$ cat src/rtl/slot_bus_pkg.sv
package slot_bus_pkg;

    localparam int SLOT_BITS = 3;
    localparam int REG_BITS  = 4;
    localparam int DATA_W    = 8;
    localparam int ADDR_W    = SLOT_BITS + REG_BITS;
    localparam int N_SLOTS   = 1 << SLOT_BITS;
    localparam int N_REGS    = 1 << REG_BITS;

    typedef struct packed {
        logic              win_n;
        logic              rw;
        logic              ph2;
        logic [DATA_W-1:0] data;
        logic [ADDR_W-1:0] addr;
    } bus_sample_t;

    localparam bus_sample_t BUS_IDLE = '{
        win_n: 1'b1, rw: 1'b1, ph2: 1'b0, data: '0, addr: '0
    };

    function automatic logic [REG_BITS-1:0] reg_field(input logic [ADDR_W-1:0] a);
        return a[REG_BITS-1:0];
    endfunction

    function automatic logic [SLOT_BITS-1:0] slot_field(input logic [ADDR_W-1:0] a);
        return a[ADDR_W-1:REG_BITS];
    endfunction

endpackage

$ cat src/rtl/bus_sync.sv
module bus_sync #(
    parameter int          W       = 1,
    parameter logic [W-1:0] RST_VAL = '0
) (
    input  logic         clk,
    input  logic         rst,
    input  logic [W-1:0] d,
    output logic [W-1:0] q
);
    logic [W-1:0] stage1;

    always_ff @(posedge clk) begin
        if (rst) begin
            stage1 <= RST_VAL;
            q      <= RST_VAL;
        end else begin
            stage1 <= d;
            q      <= stage1;
        end
    end
endmodule

$ cat src/rtl/onehot_decoder.sv
module onehot_decoder #(
    parameter int IN_W  = 3,
    localparam int OUT_N = 1 << IN_W
) (
    input  logic [IN_W-1:0]  sel,
    input  logic             en,
    output logic [OUT_N-1:0] dec
);
    for (genvar k = 0; k < OUT_N; k++) begin : g_line
        assign dec[k] = en && (sel == IN_W'(k));
    end
endmodule

$ cat src/rtl/card_latch.sv
module card_latch #(
    parameter int  N_REGS = 16,
    parameter int  DATA_W = 8,
    localparam int FLAT_W = N_REGS * DATA_W
) (
    input  logic              clk,
    input  logic              rst,
    input  logic              slot_en,
    input  logic [N_REGS-1:0] reg_stb,
    input  logic              rw_inv,
    input  logic [DATA_W-1:0] data,
    output logic [FLAT_W-1:0] regs_q
);
    logic [N_REGS-1:0] hit, hit_q, load;

    assign hit  = {N_REGS{slot_en & rw_inv}} & reg_stb;
    assign load = hit & ~hit_q;

    always_ff @(posedge clk) begin
        if (rst) hit_q <= '0;
        else     hit_q <= hit;
    end

    for (genvar r = 0; r < N_REGS; r++) begin : g_reg
        always_ff @(posedge clk) begin
            if (rst)          regs_q[r*DATA_W +: DATA_W] <= '0;
            else if (load[r]) regs_q[r*DATA_W +: DATA_W] <= data;
        end

        assert_load_R8: assert property (@(posedge clk) disable iff (rst)
            load[r] |=> regs_q[r*DATA_W +: DATA_W] == $past(data));

        assert_hold_R10: assert property (@(posedge clk) disable iff (rst)
            !load[r] |=> $stable(regs_q[r*DATA_W +: DATA_W]));

        assert_once_R12: assert property (@(posedge clk) disable iff (rst)
            (hit[r] && hit_q[r]) |=> $stable(regs_q[r*DATA_W +: DATA_W]));
    end

    assert_read_R9: assert property (@(posedge clk) disable iff (rst)
        !rw_inv |=> $stable(regs_q));
endmodule

$ cat src/rtl/slot_bus_decoder.sv
module slot_bus_decoder
    import slot_bus_pkg::*;
#(
    localparam int FLAT_W = N_SLOTS * N_REGS * DATA_W
) (
    input  logic               clk,
    input  logic               rst,
    input  logic [ADDR_W-1:0]  bus_addr,
    input  logic               win_n,
    input  logic               bus_rw,
    input  logic               bus_ph2,
    input  logic [DATA_W-1:0]  bus_data,
    output logic [N_SLOTS-1:0] slot_sel,
    output logic [N_REGS-1:0]  reg_stb,
    output logic               rw_true,
    output logic               rw_inv,
    output logic [FLAT_W-1:0]  card_regs
);
    localparam int CARD_W = N_REGS * DATA_W;

    bus_sample_t raw, synced;
    logic        decode_en;

    assign raw = '{win_n: win_n, rw: bus_rw, ph2: bus_ph2, data: bus_data, addr: bus_addr};

    bus_sync #(.W($bits(bus_sample_t)), .RST_VAL(BUS_IDLE)) u_sync (
        .clk (clk),
        .rst (rst),
        .d   (raw),
        .q   (synced)
    );

    assign decode_en = ~synced.win_n & synced.ph2;

    onehot_decoder #(.IN_W(SLOT_BITS)) u_slot_dec (
        .sel (slot_field(synced.addr)),
        .en  (decode_en),
        .dec (slot_sel)
    );

    onehot_decoder #(.IN_W(REG_BITS)) u_reg_dec (
        .sel (reg_field(synced.addr)),
        .en  (decode_en),
        .dec (reg_stb)
    );

    assign rw_true = synced.rw;
    assign rw_inv  = ~synced.rw;

    for (genvar s = 0; s < N_SLOTS; s++) begin : g_card
        card_latch #(.N_REGS(N_REGS), .DATA_W(DATA_W)) u_card (
            .clk     (clk),
            .rst     (rst),
            .slot_en (slot_sel[s]),
            .reg_stb (reg_stb),
            .rw_inv  (rw_inv),
            .data    (synced.data),
            .regs_q  (card_regs[s*CARD_W +: CARD_W])
        );
    end

    // Cycles since reset, saturating; lets pin-to-pin checks skip the pipeline fill.
    logic [1:0] since_rst;
    always_ff @(posedge clk) begin
        if (rst)                 since_rst <= '0;
        else if (since_rst != 2) since_rst <= since_rst + 2'd1;
    end

    assert_onehot_R5: assert property (@(posedge clk) disable iff (rst)
        $onehot0(slot_sel) && $onehot0(reg_stb));

    assert_window_R3: assert property (@(posedge clk) disable iff (rst)
        (since_rst == 2 && $past(win_n, 2)) |-> (slot_sel == '0 && reg_stb == '0));

    assert_phase_R4: assert property (@(posedge clk) disable iff (rst)
        (since_rst == 2 && !$past(bus_ph2, 2)) |-> (slot_sel == '0 && reg_stb == '0));

    assert_latency_R7: assert property (@(posedge clk) disable iff (rst)
        since_rst == 2 |-> rw_true == $past(bus_rw, 2));

    assert_paired_R1: assert property (@(posedge clk) disable iff (rst)
        (slot_sel != '0) == (reg_stb != '0));
endmodule

$ cat config.mk
export PLATFORM = sky130hd
export DESIGN_NAME = slot_bus_decoder
export DESIGN_NICKNAME = d
export VERILOG_FILES = /design/src/rtl/slot_bus_pkg.sv /design/src/rtl/bus_sync.sv /design/src/rtl/onehot_decoder.sv /design/src/rtl/card_latch.sv /design/src/rtl/slot_bus_decoder.sv
export SDC_FILE = /design/constraint.sdc
export NUM_CORES = 2
export LEC_CHECK = 0
export ABC_AREA = 1
export BUFFER_PORTS_ARGS = -buffer_cell sky130_fd_sc_hd__buf_2
export CAP_MARGIN = 20
export CORE_AREA = 5 5 408 410
export CTS_BUF_LIST = sky130_fd_sc_hd__clkbuf_4 sky130_fd_sc_hd__clkbuf_8
export CTS_CLUSTER_DIAMETER = 50
export DETAILED_ROUTE_END_ITERATION = 7
export DIE_AREA = 0 0 413 415
export PLACE_DENSITY = 0.51
export SLEW_MARGIN = 20
export SYNTH_ARGS = -nofsm -noshare
export SYNTH_HDL_FRONTEND = slang
export SYNTH_SLANG_ARGS = --single-unit
$ cat constraint.sdc
create_clock -name clk -period 4.3 [get_ports clk]
set_clock_uncertainty 0.1 [all_clocks]
set_input_delay 0.86 -clock clk [delete_from_list [all_inputs] [get_ports clk]]
set_output_delay 0.86 -clock clk [all_outputs]
set_load 0.1 [all_outputs]
== Word-level counts from Yosys, hierarchy flattened ==
Index checks and enable logic that the tools add are counted.
Word-level totals
  flip-flop bits (word level): 1188
  output and inout bits: 1050
Cells by class
  eq/ne operators: 22
  bitwise gates (word level): 35
  reductions and logical operators: 26
Operators by type and width (count)
  $and 16x16->16: 16
  $not 16->16: 8
  $eq 4x4->1 const B: 8
  $logic_and 1x1->1: 24
  $eq 4x3->1 const B: 4
  $eq 3x3->1 const B: 4
  $and 1x1->1: 9
  $eq 4x2->1 const B: 2
  $eq 3x2->1 const B: 2
  $eq 4x1->1 const B: 1
  $logic_not 4->1: 1
  $eq 3x1->1 const B: 1
  $logic_not 3->1: 1
  $not 1->1: 2

== Logic depth before layout (Yosys ltp) ==
  word-level depth: 6
  depth in mapped cells: 10

== By module ==
Synthesis repeated with hierarchy kept, for this count alone.
Unflattened totals
  cells, all modules: 6493
  area total of the unflattened synthesis: 50225.7 µm²
Modules (own cells, without submodules)
  card_latch: instances 8, area each 6122.1 µm², cells each 791
  bus_sync: instances 1, area each 1044.8 µm², cells each 113
  onehot_decoder (u_reg_dec): instances 1, area each 126.4 µm², cells each 32
  onehot_decoder (u_slot_dec): instances 1, area each 63.8 µm², cells each 17
  slot_bus_decoder: instances 1, area each 13.8 µm², cells each 3

== Worst setup path before layout ==
Ideal clock, no wire load.
  path type: flip-flop to flip-flop
  start: register u_sync.q[16]
  end: register g_card[0].u_card.hit_q[5]
  arrival time: 3178 ps
  required time: 4068 ps
  library setup time: 132 ps
  cell stages (with the launch flop): 7
  period minus slack after synthesis: 3410 ps
  path slack: 890 ps
  path through: dfxtp_1 buf_2 clkinv_1 nand4_1 clkbuf_1 buf_1 nor3_1
Between the ends
  word-level cells in the longest chain between the ends: 3
RTL lines
  start, declared: RTL line bus_sync.sv:8  | output logic [W-1:0] q
  start signal, assigned: RTL line bus_sync.sv:18  | q <= stage1;
  $not 1->1: RTL line slot_bus_decoder.sv:48  | assign rw_inv = ~synced.rw;
  via rw_inv: RTL line slot_bus_decoder.sv:16  | output logic rw_inv,
  $and 1x1->1: RTL line card_latch.sv:16  | assign hit = {N_REGS{slot_en & rw_inv}} & reg_stb;
  $and 16x16->16: RTL line card_latch.sv:16
  end signal, assigned: RTL line card_latch.sv:21  | else hit_q <= hit;
  end, declared: RTL line card_latch.sv:14  | logic [N_REGS-1:0] hit, hit_q, load;
The timed path passes the listed nets, and every way through them passes these cells.
A chain may end at the register's enable or synchronous reset.

== Final worst setup path ==
  start: register u_sync.q[0]
  end: output port reg_stb[13]
Between the ends
  word-level cells in the longest chain between the ends: 2
RTL lines
  $eq 4x4->1: RTL line onehot_decoder.sv:10  | assign dec[k] = en && (sel == IN_W'(k));
  $logic_and 1x1->1: RTL line onehot_decoder.sv:10
  end, declared: RTL line slot_bus_decoder.sv:14  | output logic [N_REGS-1:0] reg_stb,
No other way between the ends.

==> run metrics <==
Clk Latency, worst-skew pair=~0.94 ns; Post-Synth Simple-Gate Area=between 30% and 40%; Mean Syn Cell Area=around 6.7 um^2; fin nets=8187; register area share after synthesis=approximately half; share of post-route cells with drive strength above 1=between 10% and 20%; Final setup viols=0; Crit path arrival time=~3.0 ns; Slew @ Worst Pin=1.12 ns; area of the multi-input gates=around 19000 um^2; clock-pin slew on the worst setup and hold paths=0.05 ns; Tot GR Track Use=24.0%; Post-Syn Instances=between 7000 and 8000; TritonCTS Sinks=approximately 1200; count of final hold-check violations=0; total CTS buffers=between 200 and 250; worst vdd ir=around 0.3 mV; netlist area before placement=48100 um^2; post-route core utilization=roughly 37%; RSZ-0062 raised after global routing=no; fraction of synthesized area in multiplexers=0%; post-CTS setup buffers=0; fmax=about 250 MHz; Setup CP Type=reg -> out; Worst EP required=3.34 ns; Yosys warning count=0; slew margin rel.=around 25%; most frequent cells in the layout=nor2_1, nand2_1, dfxtp_1; Tmin final=roughly 4 ns; Final ANT Viol Nets=0; # fillers=around 17000; initial antenna violation count=8; Post-Synth Adder-Cell Area=0%; Storage cell area=about 24000 um^2; vias per inst=4.49; IO Port Bufs=1069; max cap viols=0; XOR/XNOR Fraction of Synth Area=0%; Synth Net Count=around 7000; commonest non-fill, non-tap cell in the layout=nor2_1; largest family of logic cells by synthesized area=simple AND/OR/NAND/NOR gates; H-tree depth=4; starting density of the core=approximately 30%; Root Driver=clkbuf_8; FP Rows=~150; post-synthesis compound-gate area fraction=1.00%; Die ar.=about 170000 um^2; first-pass GRT wire length=between 300 and 400 mm; Via Count=47100; Iter 0 DRT Violations=around 3500; CP Max Fanout=13; # DRC=0; gr ovfl total=0; Lkg Pwr=~31 nW; number of global-route vias before repair=43700; post-DP HPWL=between 100 and 150 mm; Die Wd=roughly 410 um; core area=roughly 160000 um^2; critical path startpoint category=register; Yosys reg bits=1188; pwr/cell area=382 nW/um^2; Boundary Pins=1070; Area Growth Syn to Fin=25.8%; Die Y=around 420 um; CP Capture Type=output port; DRT Wirelength=215 mm; Cell variety after synth=19; pin count of the biggest net entering global routing=between 100 and 150; DRT Pass-1 Iters=6; clk buf depth=3; final worst-path cycle share=just over 90%; final slew viol count=0; worst hold path class=in -> reg; WL/cell=between 20 and 25 um; status=finished, final reports clean; GPL Wtd Cong=about 0.84; CTS tree=done; setup_tns=0 ns
==> final cells by class <==
| class | count | area share, % |
|---|---|---|
| clock buffer | 326 | 6.62 |
| sequential | 1188 | 39.3 |
| multi-input combinational | 4503 | 31.0 |
| inverter | 1057 | 6.61 |
| tap | 2175 | 4.50 |
| antenna | 6 | 0.0248 |
| clock inverter | 39 | 0.795 |
| timing repair buffer | 1203 | 11.1 |
==> worst paths after layout <==
path                         start                           to  slack (ns)  cells past startpoint
setup / recovery       u_sync.q[0]                  reg_stb[13]        0.34                      5
hold / removal         bus_data[3]            u_sync.stage1[10]        0.15                      3
hold reg to reg   u_sync.stage1[4]                  u_sync.q[4]        0.26                      2
setup reg to reg      u_sync.q[16]  g_card[0].u_card.regs_q[53]        1.21                      6
==> logic make-up after synthesis <==
family	after synthesis
simple gates	4407
flops	1188
buf+inv	1472
compound gates	96
==> worst max-delay path, cell delays in order (launching register included) <==
cell and delay [ns]:
dfxtp_1 0.36, inv_1 0.07, nor2_1 0.46, nand2_1 0.18, nor2_4 0.47, buf_2 0.54
==> sequential cells by signal (all words and copies together), names as in the netlist <==
name                  count
u_sync.stage1            18
u_sync.q                 18
g_card.u_card.hit_q     128
g_card.u_card.regs_q   1024
==> report_power, final <==
group | internal [mW] | switching (mW) | total, mW
combinational | 0.135 | 0.547 | 0.681
sequential | 11.0 | 0.0194 | 11.0
clock | 6.34 | 5.01 | 11.4
total | 17.5 | 5.58 | 23.1
==> metal layers <==
| metal | share of wire, % | routed length [um] | track usage, % | vias to the layer above |
|---|---|---|---|---|
| met2 | 47 | 101000 | 40.3 | 1457 |
| met5 | 0.0074 | 16 | 0 | - |
| met1 | 42 | 89500 | 29.4 | 21700 |
| met4 | 3.4 | 7240 | 7.95 | 4 |
| met3 | 7.8 | 16800 | 7.14 | 317 |
| li1 | - | - | - | 23600 |
==> Yosys cell counts, drive strengths merged <==
cell    number  share of area (%)
nor2      1829                 14
clkinv      31               0.24
nand2     1671                 13
nand4      267                3.5
buf        240                2.2
nor3       167                1.9
dfxtp     1188                 49
nand3      469                4.9
a21oi       96                1.0
clkbuf     175                1.4
or2          4              0.052
inv       1026                8.0
==> per-stage QoR <==
| stage | hold WS (ns) | area (um^2) | worst slack, ns | std cells | power, mW |
|---|---|---|---|---|---|
| global route | 0.0304 | 60500 | 0.0726 | 10500 | 24.0 |
| finish | 0.148 | 60500 | 0.335 | 10500 | 23.1 |
| CTS | 0.00108 | 60500 | 0.173 | 10500 | 23.4 |
| global placement | 0.290 | 55900 | 1.12 | 10100 | 12.0 |
| detailed placement | 0.286 | 55900 | 1.18 | 10100 | 12.0 |
| floorplan | 0.288 | 48100 | 0.890 | 7163 | 11.7 |
==> what timing repair did <==
action                                 in CTS  in global routing
resized for setup                           0                  0
endpoints found under the hold margin      11                  0
hold buffers                               11                  0
No activity file was read; power rests on OpenSTA's default activity.
